**config.mk**
```make
export PLATFORM = sky130hd
export DESIGN_NAME = keyed_watchdog
export DESIGN_NICKNAME = d
export VERILOG_FILES = /design/src/rtl/wdt_pkg.sv /design/src/rtl/wdt_cmd_decode.sv /design/src/rtl/wdt_key_seq.sv /design/src/rtl/wdt_down_counter.sv /design/src/rtl/wdt_event_ctl.sv /design/src/rtl/keyed_watchdog.sv
export SDC_FILE = /design/constraint.sdc
export NUM_CORES = 1
export LEC_CHECK = 0
export ABC_AREA = 0
export BUFFER_PORTS_ARGS = -buffer_cell sky130_fd_sc_hd__clkbuf_2
export CAP_MARGIN = 20
export CORE_MARGIN = 2
export CORE_UTILIZATION = 45
export CTS_CLUSTER_DIAMETER = 120
export CTS_CLUSTER_SIZE = 8
export DETAILED_ROUTE_END_ITERATION = 10
export PLACE_DENSITY_LB_ADDON = 0.2
export SLEW_MARGIN = 20
export SYNTH_ARGS = -nofsm -noshare
export SYNTH_HDL_FRONTEND = slang
export SYNTH_HIERARCHICAL = 1
export SYNTH_SLANG_ARGS = --single-unit
export TNS_END_PERCENT = 20
```
**constraint.sdc**
```tcl
create_clock -name clk -period 1.7 [get_ports clk]
set_input_delay 0 -clock clk [delete_from_list [all_inputs] [get_ports clk]]
set_output_delay 0 -clock clk [all_outputs]
set_load 0.005 [all_outputs]
```
**src/rtl/wdt_pkg.sv**
```systemverilog
package wdt_pkg;
  localparam int WDT_DW = 16;
  localparam int WDT_CW = 15;

  localparam logic [3:0] IDX_FEED  = 4'h0;
  localparam logic [3:0] IDX_TMO   = 4'h1;
  localparam logic [3:0] IDX_DIS1  = 4'h2;
  localparam logic [3:0] IDX_DIS2  = 4'h3;
  localparam logic [3:0] IDX_STAT  = 4'h4;
  localparam logic [3:0] IDX_CNT   = 4'h5;
  localparam logic [3:0] IDX_DBG   = 4'h6;
  localparam logic [3:0] IDX_RSM   = 4'h7;
  localparam logic [3:0] IDX_EVT   = 4'h8;
  localparam logic [3:0] IDX_MASK  = 4'h9;
  localparam logic [3:0] IDX_FRC   = 4'hA;

  localparam logic [WDT_DW-1:0] KEY_FEED   = 16'hFEED;
  localparam logic [WDT_DW-1:0] KEY_DIS1   = 16'h2BAD;
  localparam logic [WDT_DW-1:0] KEY_DIS2   = 16'hCAFE;
  localparam logic [WDT_DW-1:0] KEY_RESUME = 16'hACED;
  localparam logic [WDT_DW-1:0] KEY_SCLR   = 16'hE8B4;
  localparam logic [WDT_DW-1:0] CODE_OFF   = 16'hDABE;
  localparam logic [WDT_DW-1:0] CODE_TOUT  = 16'hCFE8;

  typedef struct packed {
    logic any_wr;
    logic feed;
    logic tmo_wr;
    logic dis1;
    logic dis2;
    logic resume;
    logic stat_clr;
    logic dbg_wr;
    logic evt_ack;
    logic mask_wr;
    logic force_evt;
  } wdt_cmd_t;
endpackage

```
**src/rtl/wdt_cmd_decode.sv**
```systemverilog
module wdt_cmd_decode
  import wdt_pkg::*;
#(
  parameter int ADDR_W = 6
) (
  input  logic              wr_en,
  input  logic [ADDR_W-1:0] addr,
  input  logic [WDT_DW-1:0] wdata,
  output wdt_cmd_t          cmd
);
  localparam int IDX_W = ADDR_W - 2;

  logic [IDX_W-1:0] idx;
  logic             hit;

  assign idx = addr[ADDR_W-1:2];
  assign hit = wr_en && (addr[1:0] == 2'b00);

  function automatic logic sel(input logic [IDX_W-1:0] i, input logic [3:0] r);
    return i == IDX_W'(r);
  endfunction

  always_comb begin
    cmd           = '0;
    cmd.any_wr    = hit;
    cmd.feed      = hit && sel(idx, IDX_FEED) && (wdata == KEY_FEED);
    cmd.tmo_wr    = hit && sel(idx, IDX_TMO);
    cmd.dis1      = hit && sel(idx, IDX_DIS1) && (wdata == KEY_DIS1);
    cmd.dis2      = hit && sel(idx, IDX_DIS2) && (wdata == KEY_DIS2);
    cmd.resume    = hit && sel(idx, IDX_RSM) && (wdata == KEY_RESUME);
    cmd.stat_clr  = hit && sel(idx, IDX_STAT) && (wdata == KEY_SCLR);
    cmd.dbg_wr    = hit && sel(idx, IDX_DBG);
    cmd.evt_ack   = hit && sel(idx, IDX_EVT) && wdata[0];
    cmd.mask_wr   = hit && sel(idx, IDX_MASK);
    cmd.force_evt = hit && sel(idx, IDX_FRC) && wdata[0];
  end
endmodule

```
**src/rtl/wdt_key_seq.sv**
```systemverilog
module wdt_key_seq
  import wdt_pkg::*;
(
  input  logic     clk,
  input  logic     rst_n,
  input  wdt_cmd_t cmd,
  output logic     en_q
);
  logic armed_q, armed_d, en_d;

  always_comb begin
    armed_d = armed_q;
    en_d    = en_q;
    if (cmd.any_wr) armed_d = cmd.dis1;
    if (cmd.dis2 && armed_q) en_d = 1'b0;
    else if (cmd.resume)     en_d = 1'b1;
  end

  always_ff @(posedge clk or negedge rst_n) begin
    if (!rst_n) begin
      armed_q <= 1'b0;
      en_q    <= 1'b1;
    end else begin
      armed_q <= armed_d;
      en_q    <= en_d;
    end
  end
endmodule

```
**src/rtl/wdt_down_counter.sv**
```systemverilog
module wdt_down_counter #(
  parameter int                CNT_W    = 15,
  parameter logic [CNT_W-1:0]  RST_LOAD = '0
) (
  input  logic             clk,
  input  logic             rst_n,
  input  logic             tick_en,
  input  logic             run,
  input  logic             load,
  input  logic [CNT_W-1:0] load_val,
  output logic [CNT_W-1:0] cnt_q,
  output logic             fresh_q,
  output logic             warn,
  output logic             expire
);
  localparam logic [CNT_W-1:0] ONE = CNT_W'(1);
  localparam logic [CNT_W-1:0] TWO = CNT_W'(2);

  logic [CNT_W-1:0] cnt_d;
  logic             fresh_d, step;

  assign step   = run && tick_en && !load;
  assign expire = step && (cnt_q <= ONE);
  assign warn   = step && (cnt_q == TWO);

  always_comb begin
    cnt_d   = cnt_q;
    fresh_d = 1'b0;
    if (load) begin
      cnt_d = load_val;
    end else if (expire) begin
      cnt_d   = load_val;
      fresh_d = 1'b1;
    end else if (step) begin
      cnt_d   = cnt_q - ONE;
      fresh_d = 1'b1;
    end
  end

  always_ff @(posedge clk or negedge rst_n) begin
    if (!rst_n) begin
      cnt_q   <= RST_LOAD;
      fresh_q <= 1'b0;
    end else begin
      cnt_q   <= cnt_d;
      fresh_q <= fresh_d;
    end
  end
endmodule

```
**src/rtl/wdt_event_ctl.sv**
```systemverilog
module wdt_event_ctl
  import wdt_pkg::*;
(
  input  logic     clk,
  input  logic     rst_n,
  input  wdt_cmd_t cmd,
  input  logic     mask_bit,
  input  logic     warn,
  output logic     evt_q,
  output logic     mask_q,
  output logic     irq
);
  logic evt_d, mask_d;

  always_comb begin
    evt_d  = evt_q;
    mask_d = mask_q;
    if (cmd.evt_ack)            evt_d  = 1'b0;
    if (warn || cmd.force_evt)  evt_d  = 1'b1;
    if (cmd.mask_wr)            mask_d = mask_bit;
  end

  always_ff @(posedge clk or negedge rst_n) begin
    if (!rst_n) begin
      evt_q  <= 1'b0;
      mask_q <= 1'b0;
    end else begin
      evt_q  <= evt_d;
      mask_q <= mask_d;
    end
  end

  assign irq = evt_q && mask_q;
endmodule

```
**src/rtl/keyed_watchdog.sv**
```systemverilog
module keyed_watchdog
  import wdt_pkg::*;
#(
  parameter int                ADDR_W      = 6,
  parameter logic [WDT_CW-1:0] DEF_TIMEOUT = 15'd6000,
  parameter int                SYNC_STAGES = 2
) (
  input  logic              clk,
  input  logic              rst_n,
  input  logic              tick_en,
  input  logic              dbg_mode,
  input  logic              wr_en,
  input  logic              rd_en,
  input  logic [ADDR_W-1:0] addr,
  input  logic [WDT_DW-1:0] wdata,
  output logic [WDT_DW-1:0] rdata,
  output logic              irq,
  output logic              wdt_reset
);
  localparam int IDX_W = ADDR_W - 2;

  // reset: asserted asynchronously, released through a synchronizer
  logic [SYNC_STAGES-1:0] sync_q;
  logic                   rst_s;

  always_ff @(posedge clk or negedge rst_n) begin
    if (!rst_n) sync_q <= '0;
    else        sync_q <= {sync_q[SYNC_STAGES-2:0], 1'b1};
  end
  assign rst_s = sync_q[SYNC_STAGES-1];

  wdt_cmd_t          cmd;
  logic              en_q, run, feed;
  logic [WDT_CW-1:0] tmo_q, tmo_d, cnt_q;
  logic              fresh_q, warn, expire;
  logic              evt_q, mask_q;
  logic              status_q, status_d, keep_q, keep_d, pulse_q;
  logic [WDT_DW-1:0] rdata_q, rdata_d;

  wdt_cmd_decode #(.ADDR_W(ADDR_W)) u_dec (
    .wr_en (wr_en), .addr (addr), .wdata (wdata), .cmd (cmd)
  );

  wdt_key_seq u_seq (
    .clk (clk), .rst_n (rst_s), .cmd (cmd), .en_q (en_q)
  );

  assign feed = cmd.feed;
  assign run  = en_q && (!dbg_mode || keep_q);

  wdt_down_counter #(.CNT_W(WDT_CW), .RST_LOAD(DEF_TIMEOUT)) u_cnt (
    .clk (clk), .rst_n (rst_s), .tick_en (tick_en), .run (run),
    .load (feed), .load_val (tmo_q), .cnt_q (cnt_q), .fresh_q (fresh_q),
    .warn (warn), .expire (expire)
  );

  wdt_event_ctl u_evt (
    .clk (clk), .rst_n (rst_s), .cmd (cmd), .mask_bit (wdata[0]),
    .warn (warn), .evt_q (evt_q), .mask_q (mask_q), .irq (irq)
  );

  always_comb begin
    tmo_d    = tmo_q;
    status_d = status_q;
    keep_d   = keep_q;
    if (cmd.tmo_wr)   tmo_d    = wdata[WDT_CW-1:0];
    if (cmd.stat_clr) status_d = 1'b0;
    if (expire)       status_d = 1'b1;
    if (cmd.dbg_wr)   keep_d   = wdata[0];
  end

  always_comb begin
    rdata_d = '0;
    if (addr[1:0] == 2'b00) begin
      case (addr[ADDR_W-1:2])
        IDX_W'(IDX_TMO):  rdata_d = {1'b0, tmo_q};
        IDX_W'(IDX_DIS2): rdata_d = en_q ? '0 : CODE_OFF;
        IDX_W'(IDX_STAT): rdata_d = status_q ? CODE_TOUT : '0;
        IDX_W'(IDX_CNT):  rdata_d = {fresh_q, cnt_q};
        IDX_W'(IDX_DBG):  rdata_d = {14'd0, dbg_mode, keep_q};
        IDX_W'(IDX_EVT):  rdata_d = {15'd0, evt_q};
        IDX_W'(IDX_MASK): rdata_d = {15'd0, mask_q};
        default:          rdata_d = '0;
      endcase
    end
  end

  always_ff @(posedge clk or negedge rst_s) begin
    if (!rst_s) begin
      tmo_q    <= DEF_TIMEOUT;
      status_q <= 1'b0;
      keep_q   <= 1'b0;
      pulse_q  <= 1'b0;
      rdata_q  <= '0;
    end else begin
      tmo_q    <= tmo_d;
      status_q <= status_d;
      keep_q   <= keep_d;
      pulse_q  <= expire;
      if (rd_en) rdata_q <= rdata_d;
    end
  end

  assign rdata     = rdata_q;
  assign wdt_reset = pulse_q;
endmodule

```
After elaboration in Yosys (flattened, before gate mapping)
Index checks and enable logic that the tools add are counted.

operators by class
  add/subtract/negate cells = 1
  magnitude comparators = 1
  equal/unequal tests = 16
  muxes and demuxes = 16
  reduce and logical (&&, ||, !) cells = 35

operators with widths
  kind                   number
  $pmux 16 s7            1
  $eq 16x16->1 const B   4
  $mux 16                3
  $mux 15                3
  $logic_and 1x1->1      25
  $eq 16x14->1 const B   1
  $eq 4x3->1 const B     4
  $eq 15x2->1 const B    1
  $le 15x1->1 const B    1
  $sub 15x1->15 const B  1
  $eq 4x4->1 const B     3
  $mux 1                 9
  $eq 4x2->1 const B     2
  $reduce_bool 2->1      3
  $eq 4x1->1 const B     1
  $logic_not 4->1        1
  $reduce_bool 3->1      1
  $logic_not 1->1        2
  $logic_not 2->1        1
  $logic_or 1x1->1       2

storage, ports and cells
  register bits after elaboration = 56
  logic and storage cells = 81

Longest topological paths before layout
  depth in word-level cells = 9
  mapped depth = 9

Hierarchy
The synthesis kept the hierarchy.

by module, submodules not included
  module            instances  cells an instance  area an instance (sq um)  seq. area each (sq um)
  keyed_watchdog    1          150                1810.5                    909.6
  wdt_down_counter  1          121                1102.3                    409.1
  wdt_cmd_decode    1          40                 252.7                     0.0
  wdt_event_ctl     1          7                  83.8                      50.0
  wdt_key_seq       1          4                  75.1                      51.3

Worst setup path before layout
No wires, ideal clock.

  kind = register -> register
  start point = register u_seq.en_q
  end point = register u_cnt.cnt_q[13]
  library setup time = 0.123 ns
  data arrival time = 1.999 ns
  data required time = 1.577 ns
  setup slack = -0.422 ns
  stages on the path, launching flop included = 8
  path buffers = 2
  period minus slack after synthesis = 2.122 ns
  path through = dfstp_2 a21boi_0 and4bb_2 nand4_2 o21ba_1 buf_6 buf_6 o221a_2

on the way
  cells in the longest elaborated chain, start to end = 6
  elaborated cells on any way between the ends = 7

ends and longest elaborated chain
  element                            line                    source
  from (decl)                        wdt_key_seq.sv:7        output logic en_q
  from (signal assigned)             wdt_key_seq.sv:25       en_q <= en_d;
  $logic_and 1x1->1 *                keyed_watchdog.sv:49    assign run = en_q && (!dbg_mode || keep_q);
  named net run                      keyed_watchdog.sv:33    logic en_q, run, feed;
  $logic_and 1x1->1 * (2 in series)  wdt_down_counter.sv:22  assign step = run && tick_en && !load;
  $logic_and 1x1->1                  wdt_down_counter.sv:23  assign expire = step && (cnt_q <= ONE);
  $mux 15                            wdt_down_counter.sv:31  end else if (expire) begin
  $mux 15                            wdt_down_counter.sv:29  if (load) begin
  to (signal assigned)               wdt_down_counter.sv:45  cnt_q <= cnt_d;
  to (decl)                          wdt_down_counter.sv:11  output logic [CNT_W-1:0] cnt_q,

Mark *: on every way through the listed nets, which the timed path passes. The rest lies on a longest branch.
A chain may end at the register's enable or synchronous reset.

Worst setup path after layout
  start point = register u_seq.en_q
  end point = register u_cnt.cnt_q[3]

Same word-level chain as after synthesis.

==> impl_metrics.csv <==
group,metric,value,unit
outcome,status,"complete, but fails checks",
outcome,violations,"setup timing",
layout,drive_gt1_frac,0.508,
floorplanning,rows,31,
layout,diodes,0,
power_and_ir_drop,powerDensity,582,mW/mm2
global_route,grt_pass1_wl,15100,um
layout,area_growth,34.7,%
worst_setup_path,reg2reg_depth,7,
clock_network,numClockSinks,56,
placed_design,place.gp.congestion,0.919,
floorplanning,die-area,0.00809,mm2
synth,synth_edf_count,0,
synth,synth_cells,322,
power_and_ir_drop,finalPower,2.61,mW
worst_setup_path,crit_type,"reg -> reg",
global_route,antenna_found_initial,0,
worst_setup_path,path_max_fanout,11,
layout,fin_nets,471,
power_and_ir_drop,p_leak,1.97,nW
clock_network,cts_htree_levels,2,
synth,synthArstFlopShare,1.00,
global_route,grt_pass1_vias,2927,
drt,routed_wirelength,9090,um
sta,whs,0.0150,ns
job,drv_cap,0,
placed_design,placed_cell_area,0.00419,mm2
worst_setup_path,cp.required,1.95,ns
floorplanning,ios,46,
clock_network,cts_made_buffers,5,
synth,synth_area_per_cell,10.3,um2
worst_setup_path,endpoint_kind,"flip-flop",
synth,syn-num-nets,353,
worst_setup_path,reg2reg_to,"u_cnt/cnt_q[3]",
clock_network,clk_pin_slew_worst_paths,0.10,ns
synth,ys_seq_area_frac,0.427,
drt,drt-initial-drc-count,159,
worst_setup_path,worstSetupStartpoint,"u_seq/en_q",
sta,setup_viol,15,
placed_design,dpl_worst_slack,-0.279,ns
drt,top_layer,"met4",
global_route,grt_start_max_net_pins,55,
global_route,grt_usage,0.232,
worst_setup_path,cp-start-kind,"flip-flop",
placed_design,dp.cells,524,
sta,slew_violations,0,
clock_network,clkLatencyLatePin,0.30,ns
power_and_ir_drop,ir_drop,0.000426,V
drt,wl_met3,448,um
layout,final_core_util,0.621,
drt,firstDrtPassIters,4,
floorplanning,die_w,90.0,um
sta,rsz0062_at_grt,"yes",
global_route,globalRouteOverflowTotal,0,
sta,finClkSkew,0.00562,ns
synth,ys_types,64,
sta,finalSetupTns,-1.92,ns
worst_setup_path,rr_startpoint,"u_seq/en_q",
drt,wl_met1,3980,um
worst_setup_path,reg2reg_slack,-0.20,ns
floorplanning,die_h,90.0,um
drt,dr_wl_met2,4600,um
sta,worstMarginPinSlew,0.616,ns
drt,antenna_left,0,
synth,synth_ff_type,"dfrtp_1",
placed_design,dpl.hpwl,6750,um
drt,via_per_inst,5.46,
sta,hold_violations,0,
placed_design,portBuffers,45,
sta,slew_headroom,0.589,
drt,wl_per_cell,16.8,um
worst_setup_path,arrival,2.14,ns
synth,synth_warnings,6,
floorplanning,core,0.00721,mm2
sta,post-route-period-util,1.12,
layout,nFillCells,650,
synth,syn_area,0.00332,mm2
sta,worst_slack,-0.197,ns
floorplanning,start_util,0.461,
layout,final_cells,540,
clock_network,cts_tree,"yes",
worst_setup_path,critPathCapture,"u_cnt/cnt_q[3]",
hold_path,holdCritPathClass,"in -> reg",
drt,drc,0,
drt,dr_total_vias,2950,
layout,design_area,0.00448,mm2
sta,max_freq,527,MHz
sta,period_needed,1.90,ns
clock_network,cts_buffer_depth,2,
clock_network,cts_root_buf,"clkbuf_8",
synth,yosys_register_bits,56,
layer usage:
layer / vias up / track usage
met1: 1422 / 0.315
met2: 87 / 0.402
met3: 6 / 0.0319
li1: 1435 / -
met5: - / 0
met4: 0 / 0.0423
worst min-delay path by stage:
| stage | start | slack (ns) | to | cells past startpoint |
|---|---|---|---|---|
| detailed placement | rst_n | -0.21 | sync_q[0] | 1 |
| floorplan | rst_n | -0.30 | sync_q[0] | 0 |
| finish | wdata[12] | 0.02 | tmo_q[12] | 2 |
| global placement | rst_n | -0.21 | sync_q[0] | 1 |
| global route | wdata[2] | 0.009 | tmo_q[2] | 3 |
| CTS | wdata[12] | 0.007 | tmo_q[12] | 2 |
area by class of cell:
type | count | area (um2) | share of cell area
timing repair buffer | 129 | 911 | 0.203
sequential | 56 | 1420 | 0.317
inverter | 22 | 82.6 | 0.0184
clock buffer | 6 | 72.6 | 0.0162
tap | 99 | 124 | 0.0277
clock inverter | 2 | 13.8 | 0.00307
multi-input combinational | 226 | 1850 | 0.414
cell families (layout without fill, tap and decap cells):
group                    after synthesis  after routing  synth area share
AO/OA/AOI/OAI                         75             75             0.168
XOR/XNOR                               1              1           0.00264
adder cells (fa/ha/maj)                3              3            0.0113
buffers and inverters                 40            159            0.0621
flip-flops                            56             56             0.427
multiplexers                          34             34             0.116
other                                  1              1           0.00113
AND/OR/NAND/NOR                      112            112             0.212
critical path: stages, from the launching register on:
cell and delay, ns:
dfstp_2 0.54, a21boi_4 0.17, and4bb_2 0.29, nand4_4 0.12, o21ba_4 0.25, buf_12 0.15, a21oi_1 0.13, o221a_1 0.19
power breakdown:
part | switching (mW) | internal, mW
sequential | 0.0655 | 1.42
combinational | 0.186 | 0.195
clock | 0.443 | 0.295
placed cells by master, fill, tap and decap left out, drive strengths merged, types with 4 or more instances in the layout:
cell type,instances
a21oi,23
a22oi,4
a2bb2oi,4
and3,5
buf,78
clkbuf,51
dfrtp,41
dfstp,15
dlygate4sd3,6
inv,23
mux2,31
nand2,19
nand3,8
nand3b,4
nand4,9
nor2,19
nor3,8
nor3b,4
nor4,10
nor4b,4
o21ai,10
o22ai,16
repair_timing:
action | CTS | global route
setup endpoints to repair | 18 | 18
hold buffers | 6 | 0
pin swaps | 13 | 5
resized for setup | 13 | 18
endpoints found under the hold margin | 6 | 0
buffers inserted | 2 | 0
state kept, by name, summed over array words and instances (netlist names):
register       flops
rdata             16
u_evt/evt_q        1
tmo_q             15
status_q           1
u_seq/armed_q      1
keep_q             1
wdt_reset          1
u_evt/mask_q       1
u_seq/en_q         1
u_cnt/cnt_q       15
sync_q             2
u_cnt/fresh_q      1
synthesized netlist by cell type (3+ instances only):
cell | n | area share
nor2_1 | 19 | 0.021
nor3b_1 | 3 | 0.0068
dfstp_2 | 15 | 0.12
a21oi_1 | 23 | 0.035
a22oi_1 | 4 | 0.0090
nand4_1 | 8 | 0.015
nor3_1 | 6 | 0.0090
buf_2 | 5 | 0.0075
clkbuf_1 | 5 | 0.0056
o22ai_1 | 6 | 0.011
nor4b_1 | 3 | 0.0079
nand2_1 | 19 | 0.021
nand2b_1 | 3 | 0.0056
mux2_2 | 29 | 0.098
buf_6 | 6 | 0.020
and3_1 | 5 | 0.0094
o21ai_0 | 9 | 0.014
nand3b_1 | 4 | 0.0090
mux2i_1 | 3 | 0.0090
nand4b_1 | 3 | 0.0079
nor4_1 | 9 | 0.017
dfrtp_1 | 41 | 0.31
nand3_1 | 8 | 0.012
nand4bb_1 | 3 | 0.010
a2bb2oi_1 | 4 | 0.011
inv_1 | 22 | 0.025
nor2b_1 | 3 | 0.0056
o22ai_2 | 10 | 0.038
ha_1 | 3 | 0.011
No activity file was read; power rests on OpenSTA's default activity.
